**src/rtl/div12_pkg.sv**
```systemverilog
package div12_pkg;
  localparam int unsigned CNT_W = 4;
  localparam int unsigned PH_W  = 2;

  typedef logic [PH_W-1:0] phase_t;

  localparam phase_t PH_S0 = 2'b00;
  localparam phase_t PH_S1 = 2'b01;
  localparam phase_t PH_S2 = 2'b10;

  typedef struct packed {
    logic   hi;
    phase_t ph;
  } hexa_t;
endpackage

```
**src/rtl/div12_sync_fall.sv**
```systemverilog
module div12_sync_fall #(
  parameter int unsigned WIDTH  = 1,
  parameter int unsigned STAGES = 2
) (
  input  logic             clk_i,
  input  logic             rst_ni,
  input  logic [WIDTH-1:0] d_i,
  output logic [WIDTH-1:0] lvl_o,
  output logic [WIDTH-1:0] fall_o
);
  for (genvar g = 0; g < WIDTH; g++) begin : g_bit
    logic [STAGES:0] pipe_q;

    always_ff @(posedge clk_i or negedge rst_ni) begin
      if (!rst_ni) pipe_q <= '0;
      else         pipe_q <= {pipe_q[STAGES-1:0], d_i[g]};
    end

    // last synced sample vs. the one before it
    assign lvl_o[g]  = pipe_q[STAGES-1];
    assign fall_o[g] = pipe_q[STAGES] & ~pipe_q[STAGES-1];
  end
endmodule

```
**src/rtl/div12_half_stage.sv**
```systemverilog
module div12_half_stage (
  input  logic clk_i,
  input  logic rst_ni,
  input  logic clr_i,
  input  logic step_i,
  output logic q_o,
  output logic fall_o
);
  logic q_q;

  always_ff @(posedge clk_i or negedge rst_ni) begin
    if (!rst_ni)     q_q <= 1'b0;
    else if (clr_i)  q_q <= 1'b0;
    else if (step_i) q_q <= ~q_q;
  end

  assign q_o    = q_q;
  // q falls at this edge: feeds the chained section in the same cycle
  assign fall_o = q_q & step_i & ~clr_i;
endmodule

```
**src/rtl/div12_hexa_stage.sv**
```systemverilog
module div12_hexa_stage
  import div12_pkg::*;
(
  input  logic       clk_i,
  input  logic       rst_ni,
  input  logic       clr_i,
  input  logic       step_i,
  output logic [2:0] q_o
);
  hexa_t st_q, st_d;

  always_comb begin
    st_d = st_q;
    if (clr_i) begin
      st_d = '0;
    end else if (step_i) begin
      unique case (st_q.ph)
        PH_S0: st_d.ph = PH_S1;
        PH_S1: st_d.ph = PH_S2;
        PH_S2: begin
          st_d.ph = PH_S0;
          st_d.hi = ~st_q.hi;
        end
        default: st_d = '0;  // unused x11 recovers to 000
      endcase
    end
  end

  always_ff @(posedge clk_i or negedge rst_ni) begin
    if (!rst_ni) st_q <= '0;
    else         st_q <= st_d;
  end

  assign q_o = {st_q.hi, st_q.ph};
endmodule

```
**src/rtl/div12_counter.sv**
```systemverilog
module div12_counter
  import div12_pkg::*;
#(
  parameter int unsigned SYNC_STAGES = 2
) (
  input  logic             clk_i,
  input  logic             rst_ni,
  input  logic             cp0_i,
  input  logic             cp1_i,
  input  logic             clr_a_i,
  input  logic             clr_b_i,
  input  logic             cascade_i,
  output logic [CNT_W-1:0] q_o
);
  localparam int unsigned IN_W = 4;
  localparam int unsigned IX_CP0 = 0;
  localparam int unsigned IX_CP1 = 1;
  localparam int unsigned IX_CLA = 2;
  localparam int unsigned IX_CLB = 3;

  logic [IN_W-1:0] lvl, fall;
  logic            clr, step_lo, step_hi, lo_fall, lo_q;
  logic [2:0]      hi_q;

  div12_sync_fall #(.WIDTH(IN_W), .STAGES(SYNC_STAGES)) u_sync (
    .clk_i  (clk_i),
    .rst_ni (rst_ni),
    .d_i    ({clr_b_i, clr_a_i, cp1_i, cp0_i}),
    .lvl_o  (lvl),
    .fall_o (fall)
  );

  assign clr     = lvl[IX_CLA] & lvl[IX_CLB];
  assign step_lo = fall[IX_CP0];
  assign step_hi = cascade_i ? lo_fall : fall[IX_CP1];

  div12_half_stage u_lo (
    .clk_i  (clk_i),
    .rst_ni (rst_ni),
    .clr_i  (clr),
    .step_i (step_lo),
    .q_o    (lo_q),
    .fall_o (lo_fall)
  );

  div12_hexa_stage u_hi (
    .clk_i  (clk_i),
    .rst_ni (rst_ni),
    .clr_i  (clr),
    .step_i (step_hi),
    .q_o    (hi_q)
  );

  assign q_o = {hi_q, lo_q};
endmodule

```
**config.mk**
```make
export PLATFORM = sky130hd
export DESIGN_NAME = div12_counter
export DESIGN_NICKNAME = d
export VERILOG_FILES = /design/src/rtl/div12_pkg.sv /design/src/rtl/div12_sync_fall.sv /design/src/rtl/div12_half_stage.sv /design/src/rtl/div12_hexa_stage.sv /design/src/rtl/div12_counter.sv
export SDC_FILE = /design/constraint.sdc
export NUM_CORES = 1
export LEC_CHECK = 0
export ABC_AREA = 1
export BUFFER_PORTS_ARGS = -buffer_cell sky130_fd_sc_hd__buf_4
export CELL_PAD_IN_SITES_DETAIL_PLACEMENT = 0
export CELL_PAD_IN_SITES_GLOBAL_PLACEMENT = 1
export CORE_AREA = 2 2 39 41
export CTS_CLUSTER_SIZE = 25
export DETAILED_ROUTE_END_ITERATION = 12
export DIE_AREA = 0 0 41 43
export GPL_TIMING_DRIVEN = 0
export PLACE_DENSITY = 0.72
export SYNTH_ARGS = -nofsm -noshare
export SYNTH_HDL_FRONTEND = slang
export SYNTH_SLANG_ARGS = --single-unit
```
**constraint.sdc**
```tcl
create_clock -name clk_i -period 2.75 [get_ports clk_i]
set_input_delay 0 -clock clk_i [delete_from_list [all_inputs] [get_ports clk_i]]
set_output_delay 0 -clock clk_i [all_outputs]
set_load 0.005 [all_outputs]
```
==> results.yml, run 1 <==
outcome:
  status: "finished clean"
sta:
  skew_ns: 0.00145
  layout_setup_ws_ns: 1.82
  slew-limit-headroom_pct: 88.7
  fin_crit_sh_pct: 33.9
  slew_viol_final: 0
  min_period_ns: 0.931
  hold_ws_ns: 0.0981
  tightestPinTransition_ns: 0.170
  setup_viol: 0
  fin_setup_tns_ns: 0
  finalHoldViolCount: 0
  max_clock_freq_ghz: 1.07
  rsz0062_at_grt: "no"
cts:
  cts_buffers: 3
  clockRootBuffer: "clkbuf_4"
  clkSlewWorstSetupHoldPaths_ns: 0.08
  cts_tree: "done"
  clk_latency_ns: 0.27
  ctsResizeCount: 0
  cts_max_path_buffers: 2
  cts.htree.levels: 1
  clock-sinks: 14
power_and_ir_drop:
  ir_drop_v: 0.000348
  p_seq_share_pct: 50.8
  intPower_uw: 359
  combPwrFrac_pct: 19.2
  p_sw_share_pct: 24.5
  power_leakage_uw: 0.000340
  switching_power_uw: 117
  power_density_mw_per_mm2: 720
  p_clk_share_pct: 30.0
place:
  routabilityCongestion: 0.552
  numPortBuffers: 10
  place_hpwl_um: 455
  pre_cts_ws_ns: 1.82
  dp_cells: 67
route:
  dr.pass1.iters: 4
  vias: 318
  wirelength_um: 655
  drc_errors: 0
  antenna_left: 0
  wl_per_cell_um: 8.62
  drt_iter0_drc: 4
  viasPerCell: 4.18
finish:
  seq_area_um2: 350
  antennaDiodeCount: 0
  fillers: 140
  multi_input_area_um2: 98.8
  area_growth_pct: 37.9
  drive_above_1_share_pct: 28.3
  fin_cells: 76
  nNetsFinal: 68
  final_common_cell: "dfrtp_1"
  layout_common_cells: "14 x dfrtp_1, 11 x buf_4, 8 x nand2_1"
floorplanning:
  die_x_um: 41
  core-area_mm2: 0.00138
  rows: 14
  dieArea_mm2: 0.00176
  initial_core_util_pct: 34.6
  num_io_pins: 11
  die_h_um: 43
synth:
  postSynthCellCount: 41
  synth_nets: 48
  avgSynthCellArea_um2: 11.7
  yosysSeqAreaShare_pct: 73.1
  syn-cell-area_um2: 479
  ys_seq_elements: 14
  synth_cell_types: 14
  yosysWarnings: 0
worst_setup_path:
  crit_top_cell: "nand2_1"
  cpPeakStageDelay_ns: 0.38
  crit_slowest_cell: "dfrtp_1"
  r2r-start: "u_sync.g_bit[0].pipe_q[1]"
  r2r-end: "u_hi.q_o[2]"
  reg2reg_depth: 6
  r2r_slack_ns: 1.82
  crit_required_ns: 2.92
  critPathTopFamily: "flip-flops"
  crit_type: "register to register"
  path_buf_inv: 1
  critical_path.cell_chain: "inv_1, nand4_1, nand3_2, nand2_1, nand2_1, nand2_1"
  path_max_fanout: 6
  worstPathArrival_ns: 1.10
  start_kind: "register"
  crit_path_end_kind: "register"
global_routing:
  track_usage_pct: 9.35
  grt_overflow: 0
  grt_pass1_wl_um: 1040
  antenna_found_initial: 0
  grt_max_degree: 15
  grt_pass1_vias: 275
min_path:
  min_path_type: "primary input to asynchronous set/reset pin"
flow_run:
  cap_violations: 0
[stage by stage]
stage | area (um^2) | total power [uW] | utilization [%]
floorplan | 479 | 291 | -
global placement | 574 | 332 | 41.5
detailed placement | 574 | 333 | 41.5
CTS | 661 | 484 | 47.7
global route | 661 | 511 | 47.7
finish | 661 | 476 | 47.7
[metal layers]
metal | global-route usage (%) | up-vias | wire, um
met1 | 10.8 | 140 | 285
li1 | - | 164 | -
met5 | 0 | - | 0
met4 | 8.00 | 0 | 20
met3 | 4.71 | 3 | 51
met2 | 12.2 | 11 | 299
[logic make-up (layout without fill, tap and decap cells)]
| kind of cell | after synthesis | after routing | synth area share [%] |
|---|---|---|---|
| AO/OA/AOI/OAI | 4 | 4 | 4.18 |
| AND/OR/NAND/NOR | 16 | 16 | 16.5 |
| buffers and inverters | 7 | 26 | 6.27 |
| flip-flops | 14 | 14 | 73.1 |
[what timing repair did]
action	in CTS	in global routing
endpoints found under the hold margin	18	0
hold buffers	5	0
setup endpoints to repair	0	0
setup buffers	0	0
[power by group through the flow]
stage / clock (uW) / sequential (uW) / combinational (uW)
6_report: 143 / 242 / 91.4
5_1_grt: 163 / 245 / 103
4_1_cts: 149 / 242 / 92.8
3_5_place_dp: 0 / 246 / 86.9
3_3_place_gp: 0 / 245 / 86.8
2_1_floorplan: 0 / 246 / 44.4
[area by class of cell]
class	instances	share of cell area (%)
Inverter	6	3.41
Timing Repair Buffer	15	18.9
Tap cell	16	3.03
Buffer	1	1.14
Multi-Input combinational cell	20	15.0
Sequential cell	14	53.0
Clock buffer	4	5.49
[registers in the layout, indices dropped and copies added (netlist names)]
name and cells:
u_lo.q_o 1, u_sync.g_bit.pipe_q 10, u_hi.q_o 3
[cell usage after synthesis (all sizes together)]
| cell type | n | area share [%] |
|---|---|---|
| a21oi | 1 | 1.0 |
| buf | 1 | 1.6 |
| dfrtp | 14 | 73 |
| inv | 6 | 4.7 |
| nand2 | 9 | 7.6 |
| nand3 | 3 | 4.2 |
| nand3b | 1 | 1.6 |
| nand4 | 1 | 1.3 |
| nor2 | 1 | 0.78 |
| nor3 | 1 | 1.0 |
| o21ai | 3 | 3.1 |
[how the worst max path moves through the flow]
stage | start | endpoint | slack (ns) | cells after the start
final | u_sync.g_bit[0].pipe_q[1] | u_hi.q_o[2] | 1.82 | 6
after global routing | u_sync.g_bit[0].pipe_q[1] | u_hi.q_o[2] | 1.75 | 6
after CTS | u_sync.g_bit[0].pipe_q[1] | u_hi.q_o[2] | 1.81 | 6
after detailed placement | u_sync.g_bit[0].pipe_q[1] | u_hi.q_o[2] | 1.82 | 6
after global placement | u_sync.g_bit[0].pipe_q[1] | u_hi.q_o[2] | 1.83 | 6
after floorplan | u_sync.g_bit[1].pipe_q[1] | u_hi.q_o[2] | 1.88 | 5
[worst register-to-register path, stage by stage (launching register included)]
cell and delay [ns]:
dfrtp_1 0.38, inv_1 0.07, nand4_1 0.10, nand3_2 0.13, nand2_1 0.06, nand2_1 0.05
nand2_1 0.04
(Power assumes the default switching activity.)
==> run 2, diff against run 1 <==
--- a/config.mk
+++ b/config.mk
@@ -5,7 +5,7 @@
 export SDC_FILE = /design/constraint.sdc
 export NUM_CORES = 1
 export LEC_CHECK = 0
-export ABC_AREA = 1
+export ABC_AREA = 0
 export BUFFER_PORTS_ARGS = -buffer_cell sky130_fd_sc_hd__buf_4
 export CELL_PAD_IN_SITES_DETAIL_PLACEMENT = 0
 export CELL_PAD_IN_SITES_GLOBAL_PLACEMENT = 1
@@ -14,7 +14,7 @@
 export DETAILED_ROUTE_END_ITERATION = 12
 export DIE_AREA = 0 0 41 43
 export GPL_TIMING_DRIVEN = 0
-export PLACE_DENSITY = 0.72
+export PLACE_DENSITY = 0.7
 export SYNTH_ARGS = -nofsm -noshare
 export SYNTH_HDL_FRONTEND = slang
 export SYNTH_SLANG_ARGS = --single-unit
==> constraint.sdc (replaced) <==
create_clock -name clk_i -period 0.9 [get_ports clk_i]
set_input_delay 0 -clock clk_i [delete_from_list [all_inputs] [get_ports clk_i]]
set_output_delay 0 -clock clk_i [all_outputs]
set_load 0.005 [all_outputs]
==> results.yml, run 2 <==
outcome:
  status: "finished with violations"
  violations: "setup timing"
power_and_ir_drop:
  power_leakage_uw: 0.000312
  ir_drop_v: 0.000980
  power_density_mw_per_mm2: 1940
  finalPower_uw: 1330
cts:
  cts_tree: "done"
  clkSlewWorstSetupHoldPaths_ns: 0.08
  clock-sinks: 14
  cts_max_path_buffers: 2
  clockRootBuffer: "clkbuf_4"
  cts_buffers: 3
  cts.htree.levels: 1
  clk_latency_ns: 0.26
route:
  drc_errors: 0
  wl_per_cell_um: 11.6
  antenna_left: 0
  dr.pass1.iters: 1
  wirelength_um: 801
  drt_iter0_drc: 0
  vias: 314
  viasPerCell: 4.55
global_routing:
  grt_overflow: 0
  grt_pass1_wl_um: 1210
  antenna_found_initial: 0
  track_usage_pct: 11.0
  grt_pass1_vias: 329
  grt_max_degree: 15
sta:
  tightestPinTransition_ns: 0.194
  skew_ns: 0.000954
  slew-limit-headroom_pct: 87.0
  hold_ws_ns: 0.110
  fin_crit_sh_pct: 140
  max_clock_freq_ghz: 0.792
  min_period_ns: 1.26
  setup_viol: 3
  rsz0062_at_grt: "yes"
  slew_viol_final: 0
  finalHoldViolCount: 0
  layout_setup_ws_ns: -0.362
synth:
  postSynthCellCount: 32
  synthTopCellsByCount: "14 x dfrtp_1, 2 x a211o_1, 2 x a21oi_1, 2 x nand3_1"
  synth-main-ff-cell: "dfrtp_1"
  yosysTopAreaCellShare_pct: 73.9
  yosysSeqAreaShare_pct: 73.9
  synth_cell_types: 16
  synthArstFlopShare_pct: 100
  avgSynthCellArea_um2: 14.8
  syn-cell-area_um2: 474
  ys_seq_elements: 14
  synth_nets: 39
  synth_edf_count: 0
  yosysWarnings: 0
  netlist_top_cells_area: "dfrtp_1 74%, a211o_1 3.7%, or3b_4 2.4%"
  yosysTopAreaCell: "dfrtp_1"
  synth_most_common_cell: "dfrtp_1"
floorplanning:
  core-area_mm2: 0.00138
  die_x_um: 41
  num_io_pins: 11
  initial_core_util_pct: 34.3
  die_h_um: 43
  rows: 14
  dieArea_mm2: 0.00176
worst_setup_path:
  worstPathArrival_ns: 1.46
  cpPeakStageDelay_ns: 0.40
  crit_required_ns: 1.10
  crit_slowest_cell: "or3b_4"
  r2r-end: "u_hi.q_o[1]"
  r2r_slack_ns: -0.36
  crit_path_end_kind: "register"
  path_buf_inv: 0
  start_kind: "register"
  r2r-start: "u_sync.g_bit[1].pipe_q[1]"
  reg2reg_depth: 3
  critical_path.cell_chain: "or3b_4, a211o_1, a21oi_2"
  path_max_fanout: 4
  critPathTopFamily: "compound AO/OA/AOI/OAI gates"
  crit_type: "register to register"
finish:
  largest_reg_flops: 10
  antennaDiodeCount: 0
  regMostFlops: "u_sync.g_bit.pipe_q"
  fin_cells: 69
  area_growth_pct: 44.6
  nNetsFinal: 61
  layout_common_cells: "14 x dfrtp_1, 11 x buf_4, 5 x dlygate4sd3_1"
  final_common_cell: "dfrtp_1"
  fin_area_um2: 686
  drive_above_1_share_pct: 37.7
  fillers: 124
place:
  routabilityCongestion: 0.634
  numPortBuffers: 10
  place_hpwl_um: 560
  dp_cells: 58
  place_area_um2: 569
flow_run:
  cap_violations: 0
min_path:
  min_path_type: "primary input to asynchronous set/reset pin"
run 2: logic make-up (layout without fill, tap and decap cells):
logic type / Yosys count / count (layout) / synth area share [%]
multiplexers: 1 / 1 / 2.11
buffers and inverters: 2 / 23 / 2.37
flip-flops: 14 / 14 / 73.9
XOR/XNOR: 1 / 1 / 1.85
AO/OA/AOI/OAI: 5 / 5 / 7.39
AND/OR/NAND/NOR: 9 / 9 / 12.4
run 2: per-layer routing:
| layer | track usage (%) | part of all wire, % | vias up |
|---|---|---|---|
| li1 | - | - | 151 |
| met1 | 8.83 | 36 | 154 |
| met2 | 20.6 | 58 | 9 |
| met3 | 3.14 | 5.1 | 0 |
| met4 | 6.00 | 0 | 0 |
| met5 | 0 | 0 | - |
run 2: repair_timing:
item | CTS | global route
hold endpoints to repair | 18 | 0
gates resized for setup | 4 | 1
pin swaps | 0 | 0
hold buffers | 5 | 0
setup endpoints to repair | 4 | 4
buffers inserted | 1 | 2
run 2: cell type report:
cell class	count	area (um^2)	share of cell area [%]
tap	16	20.0	2.92
multi-input combinational	16	120	17.5
sequential	14	350	51.1
clock buffer	4	36.3	5.29
inverter	1	3.75	0.547
timing repair buffer	18	155	22.6
run 2: power by group:
group          switching, uW  leakage, uW  internal (uW)
clock network            178    0.0000210            245
registers               32.3     0.000170            676
logic                   72.4     0.000121            128
run 2: worst max-delay path by stage:
stage                        to                       from  cells past startpoint
finish              u_hi.q_o[1]  u_sync.g_bit[1].pipe_q[1]                      3
global route        u_hi.q_o[2]  u_sync.g_bit[1].pipe_q[1]                      3
CTS                 u_hi.q_o[0]  u_sync.g_bit[1].pipe_q[1]                      3
detailed placement  u_hi.q_o[1]  u_sync.g_bit[1].pipe_q[1]                      3
global placement    u_hi.q_o[0]  u_sync.g_bit[1].pipe_q[1]                      3
floorplan           u_hi.q_o[0]  u_sync.g_bit[1].pipe_q[1]                      3
run 2: metrics by stage:
step / utilization (%) / setup slack (ns) / setup TNS, ns
after global placement: 41.1 / -0.310 / -0.920
after CTS: 49.0 / -0.378 / -1.11
after floorplan: - / -0.275 / -0.803
final: 49.5 / -0.362 / -1.04
after detailed placement: 41.1 / -0.378 / -1.08
after global routing: 49.5 / -0.419 / -1.27
==> run 3, diff against run 2 <==
--- a/config.mk
+++ b/config.mk
@@ -6,7 +6,7 @@
 export NUM_CORES = 1
 export LEC_CHECK = 0
 export ABC_AREA = 0
-export BUFFER_PORTS_ARGS = -buffer_cell sky130_fd_sc_hd__buf_4
+export BUFFER_PORTS_ARGS = -buffer_cell sky130_fd_sc_hd__buf_2
 export CELL_PAD_IN_SITES_DETAIL_PLACEMENT = 0
 export CELL_PAD_IN_SITES_GLOBAL_PLACEMENT = 1
 export CORE_AREA = 2 2 39 41
==> constraint.sdc (replaced) <==
create_clock -name clk_i -period 0.9 [get_ports clk_i]
set_input_delay 0 -clock clk_i [delete_from_list [all_inputs] [get_ports clk_i]]
set_output_delay 0 -clock clk_i [all_outputs]
set_load 0.02 [all_outputs]
==> results.yml, run 3 (synthesis gave the netlist of run 2 again) <==
global_routing:
  track_usage_pct: 13.1
  grt_pass1_wl_um: 1480
  grt_max_degree: 15
  grt_overflow: 0
  grt_pass1_vias: 368
  antenna_found_initial: 0
power_and_ir_drop:
  switching_power_uw: 322
  p_sw_share_pct: 23.2
  ir_drop_v: 0.000932
  p_seq_share_pct: 51.5
  finalPower_uw: 1390
  power_density_mw_per_mm2: 1990
  power_leakage_uw: 0.000324
  intPower_uw: 1070
  combPwrFrac_pct: 18.0
  p_clk_share_pct: 30.5
place:
  routabilityCongestion: 0.611
  place_area_um2: 544
  numPortBuffers: 10
route:
  viasPerCell: 4.61
  drc_errors: 0
  dr.pass1.iters: 4
  antenna_left: 0
  drt_iter0_drc: 3
  vias: 332
  wl_per_cell_um: 12.8
  wirelength_um: 925
sta:
  tightestPinTransition_ns: 0.303
  rsz0062_at_grt: "yes"
  layout_setup_ws_ns: -0.383
  min_period_ns: 1.28
  skew_ns: 0.00250
  max_clock_freq_ghz: 0.779
  setup_viol: 4
  hold_ws_ns: 0.150
  finalHoldViolCount: 0
  slew-limit-headroom_pct: 79.8
  fin_crit_sh_pct: 143
  slew_viol_final: 0
worst_setup_path:
  start_kind: "register"
  crit_path_end_kind: "register"
  path_max_fanout: 4
  worstPathArrival_ns: 1.49
  crit_type: "register to register"
  crit_required_ns: 1.10
finish:
  final_common_cell: "dfrtp_1"
  nNetsFinal: 64
  largest_reg_flops: 10
  drive_above_1_share_pct: 41.1
  area_growth_pct: 47.2
  layout_common_cells: "14 x dfrtp_1, 7 x buf_2, 5 x dlygate4sd3_1, 5 x buf_4, 4 x buf_6"
  regMostFlops: "u_sync.g_bit.pipe_q"
  antennaDiodeCount: 0
  fin_area_um2: 698
min_path:
  min_path_type: "primary input to asynchronous set/reset pin"
floorplanning:
  num_io_pins: 11
  die_x_um: 41
  dieArea_mm2: 0.00176
  core-area_mm2: 0.00138
  initial_core_util_pct: 34.3
  rows: 14
  die_h_um: 43
cts:
  clk_latency_ns: 0.27
  cts_max_path_buffers: 2
  cts_tree: "done"
  cts.htree.levels: 1
  clock-sinks: 14
  cts_buffers: 3
  clkSlewWorstSetupHoldPaths_ns: 0.08
  clockRootBuffer: "clkbuf_4"
outcome:
  violations: "setup timing"
  status: "finished with violations"
flow_run:
  cap_violations: 0
## run 3: changes by cell type in the layout (fill, tap and decap cells not counted)
cell,delta
buf_4,-6
buf_2,+7
a21boi_1,-1
buf_6,+2
a21boi_2,+1
a21oi_1,+1
a21oi_2,-1
## run 3: worst max-delay path, cell delays in order (launching register included)
cell	delay (ns)
dfrtp_1	0.39
or3b_4	0.41
a211o_1	0.32
a21oi_2	0.11
## run 3: final timing paths
path,startpoint,to,slack [ns],cells after the start
max reg2reg,u_sync.g_bit[1].pipe_q[1],u_hi.q_o[0],-0.38,3
min reg2reg,u_sync.g_bit[1].pipe_q[0],u_sync.g_bit[1].pipe_q[1],0.36,0
max,u_sync.g_bit[1].pipe_q[1],u_hi.q_o[0],-0.38,3
min,rst_ni,u_sync.g_bit[3].pipe_q[0],0.15,2
max in group asynchronous,rst_ni,u_sync.g_bit[1].pipe_q[2],0.52,2
min in group clk_i,cascade_i,u_hi.q_o[1],0.19,4
## run 3: metrics by stage
stage | setup TNS (ns) | std cells | worst slack (ns) | util [%]
after floorplan | -0.803 | 32 | -0.275 | -
after global placement | -0.915 | 58 | -0.309 | 39.3
after detailed placement | -1.04 | 58 | -0.356 | 39.3
after CTS | -1.09 | 70 | -0.353 | 47.5
after global routing | -1.37 | 72 | -0.432 | 50.5
final | -1.09 | 72 | -0.383 | 50.5
## run 3: area by class of cell
type | instances | area [um^2]
multi-input cells | 16 | 120
inverters | 1 | 3.75
repair buffers | 20 | 156
fillers | 133 | 686
well taps | 16 | 20.0
plain buffers | 1 | 11.3
clock buffers | 4 | 36.3
flip-flops and latches | 14 | 350
## run 3: what timing repair did
item / CTS / global route
hold endpoints to repair: 18 / 0
setup endpoints to repair: 4 / 6
pin swaps: 0 / 1
gates resized for setup: 1 / 8
buffers inserted: 3 / 2
hold buffers: 5 / 0
## run 3: power groups by stage
stage	combinational, uW	clock (uW)	sequential [uW]
detailed placement	159	0	724
CTS	185	449	711
global placement	155	0	716
finish	250	425	715
floorplan	84.0	0	734
global route	271	481	722
## run 3: routing by layer
layer / GRT usage (%) / up-vias / wire length, um
li1: - / 156 / -
met1: 12.1 / 167 / 313
met2: 25.0 / 9 / 579
met3: 1.57 / 0 / 32
met4: 6.00 / 0 / 0
met5: 0 / - / 0
